[config.mk]
export PLATFORM = sky130hd
export DESIGN_NAME = gpio_port
export DESIGN_NICKNAME = d
export VERILOG_FILES = /design/src/rtl/gpio_port_pkg.sv /design/src/rtl/gpio_port_regs.sv /design/src/rtl/gpio_port_sync.sv /design/src/rtl/gpio_port_pads.sv /design/src/rtl/gpio_port.sv
export SDC_FILE = /design/constraint.sdc
export NUM_CORES = 1
export LEC_CHECK = 0
export ABC_AREA = 1
export BUFFER_PORTS_ARGS = -buffer_cell sky130_fd_sc_hd__buf_2
export CORE_ASPECT_RATIO = 0.8
export CORE_MARGIN = 8
export CORE_UTILIZATION = 45
export DETAILED_ROUTE_END_ITERATION = 8
export HOLD_SLACK_MARGIN = 0.05
export PLACE_DENSITY = 0.79
export SYNTH_ARGS = -nofsm -noshare
export SYNTH_HDL_FRONTEND = slang
export SYNTH_HIERARCHICAL = 1
export SYNTH_SLANG_ARGS = --single-unit
[constraint.sdc]
create_clock -name clk -period 3 [get_ports clk]
set_clock_uncertainty 0.2 [all_clocks]
set_input_delay 0.3 -clock clk [delete_from_list [all_inputs] [get_ports clk]]
set_output_delay 0.3 -clock clk [all_outputs]
set_load 0.005 [all_outputs]
[src/rtl/gpio_port_pkg.sv]
package gpio_port_pkg;

    typedef enum logic [1:0] {
        SEL_DIR  = 2'd0,
        SEL_DATA = 2'd1,
        SEL_PIN  = 2'd2,
        SEL_NONE = 2'd3
    } reg_sel_e;

    typedef struct packed {
        logic     wr;
        logic     rd;
        reg_sel_e sel;
    } bus_req_t;

    typedef struct packed {
        logic drive;
        logic oe;
        logic pu;
    } pad_ctl_t;

    function automatic pad_ctl_t pad_control(input logic dir_bit,
                                             input logic data_bit,
                                             input logic pud);
        pad_ctl_t c;
        c.oe    = dir_bit;
        c.drive = dir_bit & data_bit;
        c.pu    = ~dir_bit & data_bit & ~pud;
        return c;
    endfunction

endpackage

[src/rtl/gpio_port_regs.sv]
module gpio_port_regs
    import gpio_port_pkg::*;
#(
    parameter int PINS = 8
) (
    input  logic            clk,
    input  logic            rst,
    input  bus_req_t        req,
    input  logic [PINS-1:0] wdata,
    output logic [PINS-1:0] dir_q,
    output logic [PINS-1:0] data_q
);

    logic wr_dir, wr_data, wr_pin;

    always_comb begin
        wr_dir  = req.wr && (req.sel == SEL_DIR);
        wr_data = req.wr && (req.sel == SEL_DATA);
        wr_pin  = req.wr && (req.sel == SEL_PIN);
    end

    always_ff @(posedge clk or posedge rst) begin
        if (rst) begin
            dir_q <= '0;
        end else if (wr_dir) begin
            dir_q <= wdata;
        end
    end

    always_ff @(posedge clk or posedge rst) begin
        if (rst) begin
            data_q <= '0;
        end else if (wr_data) begin
            data_q <= wdata;
        end else if (wr_pin) begin
            data_q <= data_q ^ wdata;
        end
    end

    // pin-address write flips selected data bits, direction untouched
    a_r7_pin_toggle: assert property (@(posedge clk) disable iff (rst)
        wr_pin |=> (data_q == ($past(data_q) ^ $past(wdata))) && $stable(dir_q));

    // unmapped write leaves both registers unchanged
    a_r10_no_write: assert property (@(posedge clk) disable iff (rst)
        (req.wr && req.sel == SEL_NONE) |=> $stable(dir_q) && $stable(data_q));

    // direction register only moves on a direction write
    a_r2_dir_hold: assert property (@(posedge clk) disable iff (rst)
        !wr_dir |=> $stable(dir_q));

endmodule

[src/rtl/gpio_port_sync.sv]
module gpio_port_sync #(
    parameter int PINS = 8
) (
    input  logic            clk,
    input  logic            rst,
    input  logic            sleep,
    input  logic [PINS-1:0] pad_in,
    output logic [PINS-1:0] pin_sync
);

    logic [PINS-1:0] gated;
    logic [PINS-1:0] stage1;

    always_comb gated = sleep ? '0 : pad_in;

    always_ff @(posedge clk or posedge rst) begin
        if (rst) begin
            stage1   <= '0;
            pin_sync <= '0;
        end else begin
            stage1   <= gated;
            pin_sync <= stage1;
        end
    end

    // two edges of sleep leave the synchronised value at zero
    a_r9_sleep_zero: assert property (@(posedge clk) disable iff (rst)
        (sleep && $past(sleep)) |=> (pin_sync == '0));

    // synchronised value is the first stage one edge later
    a_r8_two_stage: assert property (@(posedge clk) disable iff (rst)
        1'b1 |=> (pin_sync == $past(stage1)));

endmodule

[src/rtl/gpio_port_pads.sv]
module gpio_port_pads
    import gpio_port_pkg::*;
#(
    parameter int PINS = 8
) (
    input  logic            clk,
    input  logic            rst,
    input  logic [PINS-1:0] dir_q,
    input  logic [PINS-1:0] data_q,
    input  logic            pud_all,
    output logic [PINS-1:0] pad_out,
    output logic [PINS-1:0] pad_oe,
    output logic [PINS-1:0] pad_pu
);

    for (genvar i = 0; i < PINS; i++) begin : g_pin
        pad_ctl_t ctl;
        always_comb begin
            ctl        = pad_control(dir_q[i], data_q[i], pud_all);
            pad_out[i] = ctl.drive;
            pad_oe[i]  = ctl.oe;
            pad_pu[i]  = ctl.pu;
        end
    end

    // global disable wins over every pull-up
    a_r5_pud_off: assert property (@(posedge clk) disable iff (rst)
        pud_all |-> (pad_pu == '0));

    // a pull-up is never active on a driving pin
    a_r4_pu_input_only: assert property (@(posedge clk) disable iff (rst)
        (pad_pu & pad_oe) == '0);

    // nothing is driven on a released pin
    a_r3_no_drive_released: assert property (@(posedge clk) disable iff (rst)
        (pad_out & ~pad_oe) == '0);

endmodule

[src/rtl/gpio_port.sv]
module gpio_port
    import gpio_port_pkg::*;
#(
    parameter int PINS = 8
) (
    input  logic            clk,
    input  logic            rst,
    input  logic            wr_en,
    input  logic            rd_en,
    input  logic [1:0]      addr,
    input  logic [PINS-1:0] wdata,
    output logic [PINS-1:0] rdata,
    input  logic            pud_all,
    input  logic            sleep,
    input  logic [PINS-1:0] pad_in,
    output logic [PINS-1:0] pad_out,
    output logic [PINS-1:0] pad_oe,
    output logic [PINS-1:0] pad_pu
);

    bus_req_t        req;
    logic [PINS-1:0] dir_q, data_q, pin_sync;

    always_comb begin
        req.wr  = wr_en;
        req.rd  = rd_en;
        req.sel = reg_sel_e'(addr);
    end

    gpio_port_regs #(.PINS(PINS)) u_regs (
        .clk    (clk),
        .rst    (rst),
        .req    (req),
        .wdata  (wdata),
        .dir_q  (dir_q),
        .data_q (data_q)
    );

    gpio_port_sync #(.PINS(PINS)) u_sync (
        .clk      (clk),
        .rst      (rst),
        .sleep    (sleep),
        .pad_in   (pad_in),
        .pin_sync (pin_sync)
    );

    gpio_port_pads #(.PINS(PINS)) u_pads (
        .clk     (clk),
        .rst     (rst),
        .dir_q   (dir_q),
        .data_q  (data_q),
        .pud_all (pud_all),
        .pad_out (pad_out),
        .pad_oe  (pad_oe),
        .pad_pu  (pad_pu)
    );

    always_comb begin
        rdata = '0;
        if (req.rd) begin
            unique case (req.sel)
                SEL_DIR:  rdata = dir_q;
                SEL_DATA: rdata = data_q;
                SEL_PIN:  rdata = pin_sync;
                default:  rdata = '0;
            endcase
        end
    end

    // reads without strobe return zero
    a_r10_idle_read: assert property (@(posedge clk) disable iff (rst)
        !rd_en |-> (rdata == '0));

    // pins released on the first edge after reset
    a_r1_released: assert property (@(posedge clk)
        $past(rst) |-> (pad_oe == '0) && (pad_pu == '0));

endmodule

==> results of run 1 <==
==> power groups by stage <==
stage	sequential [W]	combinational, W	clock (W)
global placement	0.000569	0.000278	0
finish	0.000566	0.000295	0.000450
detailed placement	0.000573	0.000287	0
floorplan	0.000543	0.000219	0
CTS	0.000565	0.000297	0.000457
global route	0.000575	0.000339	0.000479
==> state kept, by name, summed over array words and instances (netlist names) <==
register and flops:
u_sync/pin_sync 8, u_sync/stage1 8, u_regs/dir_q 8, u_regs/data_q 8
==> path summary, 6_finish.rpt <==
check                                        startpoint                      endpoint  slack [ns]  cells after the start
hold / removal                                    sleep    u_sync/stage1[3]$_DFF_PP0_        0.07                      2
setup reg to reg           u_regs/data_q[5]$_DFFE_PP0P_  u_regs/data_q[5]$_DFFE_PP0P_        1.85                      7
setup / recovery                                addr[0]                      rdata[6]        1.27                      7
min in group asynchronous                           rst    u_sync/stage1[3]$_DFF_PP0_        0.44                      3
max in group asynchronous                           rst  u_regs/data_q[6]$_DFFE_PP0P_        1.74                      3
hold reg to reg              u_sync/stage1[2]$_DFF_PP0_  u_sync/pin_sync[2]$_DFF_PP0_        0.15                      0
==> cell type report <==
| cell class | instances | area, um2 |
|---|---|---|
| clock buffer | 7 | 96.34 |
| multi-input combinational | 165 | 737.0 |
| timing repair buffer | 64 | 365.4 |
| fill | 384 | 1810 |
| inverter | 55 | 214.0 |
| sequential | 32 | 800.8 |
| clock inverter | 1 | 30.03 |
| tap | 57 | 71.32 |
==> through the flow <==
stage	hold slack, ns	util (%)
5_1_grt	0.07743	56.11
3_5_place_dp	0.1356	50.86
3_3_place_gp	0.1322	50.86
6_report	0.07255	56.11
4_1_cts	0.06804	56.11
2_1_floorplan	0.01374	-
==> cell usage after synthesis, drive strengths merged <==
cell type / n
nand2: 105
inv: 55
dfrtp: 32
nand3: 27
nor2: 17
buf: 16
nand4: 8
o21ai: 8
==> worst max-delay path, cell delays in order <==
cell	delay [ns]
buf_2	0.35
inv_2	0.17
nand3_1	0.11
nand3_1	0.09
nand2_1	0.06
inv_1	0.03
buf_2	0.12
==> routing by layer <==
metal  routed length, um  up-vias  track usage [%]
met5                   0        -                0
met1                2105      798            19.01
met2                2117       70            22.50
li1                    -      903                -
met4                  37        0            4.860
met3                 483        5            6.181
==> cell families after synthesis <==
family / Yosys count
DFF: 32
and+or+nand+nor: 157
buffers and inverters: 71
AOI/OAI and AO/OA: 8
==> key figures, run 1 <==
STA
  • Final hold violations: 0
  • Slew @ Worst Pin: 0.6164 ns
  • Max-slew headroom: between 50% and 60%
  • Setup WS post-layout: around 1.3 ns
  • Period utilization: between 50 and 60%
  • # setup viols final: 0
  • Achievable Freq: 0.5767 GHz
  • Max-slew violations: 0
  • Fin Setup TNS: 0 ns
  • RSZ-0062 raised after global routing: false
  • Final min period: 1.734 ns

Detailed routing
  • DRT antenna net count: 0
  • # DRC: 0
  • Pre-Repair DR Iteration Count: 4
  • Vias per cell: around 4.7
  • Vias: 1,776
  • Final wirelength: roughly 4700 um
  • Initial DRC count: between 150 and 200
  • Avg WL per Cell: roughly 12 um

Finish
  • Antenna cells: 0
  • Commonest non-fill, non-tap cells in the layout: nand2_1, buf_2, inv_1
  • Non-filler cells, final: approximately 380
  • Synth-to-layout area growth: 21.87%
  • Post-route cell area: around 0.0023 mm2
  • Layout cells sized above 1: 22.53%
  • Most common cell after layout, fill and taps aside: nand2_1
  • Nets: 347

Die
  • DIE AREA: around 0.0066 mm2
  • Io pins: 56
  • Starting Density: 46.04%
  • Core area: slightly above 0.004 mm2
  • Row cnt: 21
  • Die H: 74.11 um
  • Die extent in x: 88.64 um

Logic synthesis
  • Post-Syn Nets: 292
  • Sequential element share of the synthesized area: between 40% and 50%
  • Synthesized-area fraction occupied by adder cells: 0%
  • Share of Yosys cell area claimed by the top area cell type: 42.16%
  • Largest family of logic cells by synthesized area: simple AND/OR/NAND/NOR gates
  • Area contributors post-synth: dfrtp_1, nand2_1, inv_1
  • Mux share of post-synthesis cell area: 0%
  • Compound-Gate Fraction of Synth Area: 2.108%
  • Cells after Synth: 268
  • Yosys reg bits: 32
  • Xor and xnor fraction of the mapped netlist area: 0%
  • Syn avg cell area: ~7.1 um2
  • Mapped cell area: 0.001899 mm2
  • Post-synthesis cell type count: 17
  • Synth Area in Simple Gates: a little under two fifths
  • Yosys warnings: 6
  • Yosys top cell by area: dfrtp_1

CTS
  • Inserted Clock Buffers: 5
  • H-Tree Depth: 2
  • CTS root buf: clkbuf_8
  • Max clock buf depth: 2
  • Clock Sinks: 32
  • CTS tree: built
  • Cts repair resizes: 0
  • Clk_lat worst skew: around 0.28 ns
  • Clk slew on worst S/H paths: 0.07 ns
  • Post CTS Setup Buffer Count: 0
  • Count of hold-fix buffers inserted at cts: 9

Status
  • Outcome: complete, no violations

Job
  • Max-cap violations: 0

Power
  • Combinational share of power: 22.5%
  • Total Power: ~0.0013 W
  • Pleak: ~1.5 nW
  • Sw frac: just over 30%
  • Internal: slightly above 0.0009 W
  • Power per cell area: between 500 and 600 mW/mm2
  • Sw power: a little over 0.0004 W
  • VDD IR max: roughly 0.31 mV
  • Share of power burned in registers: 43.1%
  • Clock share of power: approximately 34%

Place
  • Post-Place Setup Slack: roughly 1.3 ns
  • Placed cell areas: between 0.002 and 0.0025 mm2
  • Placed wire-length estimate: between 3000 and 4000 um
  • PortBufs: 55
  • Dpl cells: 364
  • GP Congestion: about 0.81

Worst setup path
  • Crit path kind: in2out
  • WP data required: approximately 2.5 ns
  • Critical path launch point type: input pin
  • Crit path max fanout: 20
  • WP data arrival: around 1.2 ns
  • CP endpoint kind: primary output

Global route
  • Largest net degree at the start of global routing: 21
  • Vias in the first global route: ~1.6k
  • Initial antenna violation count: 0
  • First-pass GRT wire length: approximately 7500 um
  • GRT Total Usage: between 10% and 20%
  • Grt ovf: 0

Hold path
  • HP Class: in2reg
(Power assumes the default switching activity.)
==> run 2, diff against run 1 <==
- clock period: 3 -> 1.6 ns (I/O delays scaled with it)
==> run 2 against run 1 <==
Compared with the run above: global-route usage grew 0.49 points; critical endpoint is now u_sync/stage1[5]$_DFF_PP0_; setup slack got worse by 1.2 ns; final area grew 5.7%; largest cell class unchanged; worst hold slack better by 0.077 ns; non-clock buffer count is 16 higher.
==> key figures, run 2 (synthesis gave the netlist of run 1 again) <==
STA
  • Setup WS post-layout: about 0.076 ns
  • RSZ-0062 raised after global routing: false
  • Max-slew headroom: between 50% and 60%
  • Max-slew violations: 0
  • # setup viols final: 0
  • Period utilization: a little over nine tenths
  • Slew @ Worst Pin: 0.6203 ns
  • Fin Setup TNS: 0 ns
  • Achievable Freq: roughly 0.66 GHz
  • Final hold violations: 0
  • Final min period: between 1.5 and 2 ns

Die
  • Core area: roughly 0.0041 mm2
  • Starting Density: between 40% and 50%
  • DIE AREA: approximately 0.0066 mm2
  • Io pins: 56
  • Die H: between 70 and 80 um
  • Die extent in x: 88.64 um
  • Row cnt: 21

Power
  • Power per cell area: about 930 mW/mm2
  • Pleak: about 1.5 nW
  • VDD IR max: 0.5647 mV

CTS
  • CTS root buf: clkbuf_8
  • Max clock buf depth: 2
  • Clk_lat worst skew: 0.29 ns
  • CTS tree: built
  • Post CTS Setup Buffer Count: 0
  • Clk slew on worst S/H paths: approximately 0.07 ns
  • H-Tree Depth: 2
  • Clock Sinks: 32
  • Inserted Clock Buffers: 5

Worst setup path
  • Reg2reg start: u_regs/data_q[3]$_DFFE_PP0P_
  • CP Launch Point: pad_in[5]
  • Most used cell, CP: dlygate4sd3_1
  • R2r endpoint: u_regs/data_q[3]$_DFFE_PP0P_
  • CP max-delay cell: dlygate4sd3_1
  • Crit path max fanout: 1
  • Critical Path, Cell by Cell: dlygate4sd3_1, buf_2, inv_1, nor2_1, dlygate4sd3_1
  • CP endpoint kind: flop
  • WP data required: ~1.6 ns
  • R2R cell count: 7
  • R2r setup slk: between 0.4 and 0.5 ns
  • WP data arrival: 1.49 ns
  • Crit path kind: in2reg
  • Worst Path Buf+Inv: 4
  • CP peak stage delay: approximately 0.57 ns
  • Crit path max-delay family: buffers and inverters
  • Critical path launch point type: input pin

Detailed routing
  • Final wirelength: just under 5000 um
  • Pre-Repair DR Iteration Count: 4
  • Initial DRC count: around 140
  • # DRC: 0
  • Vias: 1,849
  • Avg WL per Cell: approximately 12 um
  • Vias per cell: ~4.7
  • DRT antenna net count: 0

Finish
  • Nets: ~360
  • Fill cells: just under 400
  • Register Area: between 800 and 900 um2
  • Layout cells sized above 1: between 20% and 30%
  • Synth-to-layout area growth: 28.85%
  • Commonest non-fill, non-tap cells in the layout: nand2_1, buf_2, inv_1
  • Area of the multi-input gates: between 700 and 800 um2
  • Antenna cells: 0
  • Most common cell after layout, fill and taps aside: nand2_1

Place
  • Placed wire-length estimate: 3423 um
  • PortBufs: 55
  • Post-Place Setup Slack: 0.1619 ns
  • GP Congestion: ~0.81

Global route
  • Initial antenna violation count: 0
  • Largest net degree at the start of global routing: 21
  • GRT Total Usage: between 10% and 20%
  • Vias in the first global route: between 1.5k and 2k
  • Grt ovf: 0
  • First-pass GRT wire length: just under 8000 um

Job
  • Max-cap violations: 0

Status
  • Outcome: complete, no violations

Hold path
  • Hold Path Origin: u_sync/stage1[3]$_DFF_PP0_
  • HP Class: reg2reg
  • Min-Delay Endpoint: u_sync/pin_sync[3]$_DFF_PP0_
  • Hold Crit Depth: 0
-- run 2: cell types whose count changed in the layout (fill, tap and decap cells not counted), sizes merged --
| cell | change |
|---|---|
| clkbuf | -1 |
| clkinv | +2 |
| bufinv | -1 |
| dlygate4sd3 | +16 |
-- run 2: timing repair --
item	in CTS	in global routing
endpoints found under the setup margin	0	5
resized for setup	0	5
hold buffers	25	0
hold endpoints to repair	54	0
-- run 2: per-stage QoR --
step	total power, W	utilization (%)	cells	hold WS, ns	cell area, um2
4_1_cts	0.002293	59.18	397	0.1495	2441
5_1_grt	0.002440	59.33	397	0.1527	2447
3_5_place_dp	0.001611	50.86	364	0.05662	2098
6_report	0.002280	59.33	397	0.1492	2447
2_1_floorplan	0.001429	-	268	-0.1263	1899
3_3_place_gp	0.001588	50.86	364	0.05133	2098
-- run 2: cell type report --
class | count | area share (%)
well taps | 57 | 2.914
clock buffers | 6 | 3.374
flip-flops and latches | 32 | 32.98
clock inverters | 2 | 0.4090
multi-input cells | 165 | 30.11
inverters | 55 | 8.742
repair buffers | 80 | 21.47
-- run 2: where the power goes --
part	leakage, nW	internal [W]	switching [W]	total [W]
combinational	1.07	0.000266	0.000320	0.000586
clock	0.0510	0.000342	0.000287	0.000629
sequential	0.400	0.000918	0.000147	0.00106
total	1.52	0.00153	0.000754	0.00228
-- run 2: worst max-delay path by stage --
stage | cells after the start | to
floorplan | 6 | u_regs/dir_q[3]$_DFFE_PP0P_
global placement | 7 | rdata[5]
finish | 5 | u_sync/stage1[5]$_DFF_PP0_
CTS | 5 | rdata[4]
global route | 5 | rdata[6]
detailed placement | 7 | rdata[4]
-- run 2: layer usage --
metal  global-route usage, %  wire length (um)  up-vias
met5                       0                 0        -
met4                   5.607                90        0
met3                   5.850               440        9
met2                   24.06              2147       68
met1                   19.08              2176      837
li1                        -                 -      935
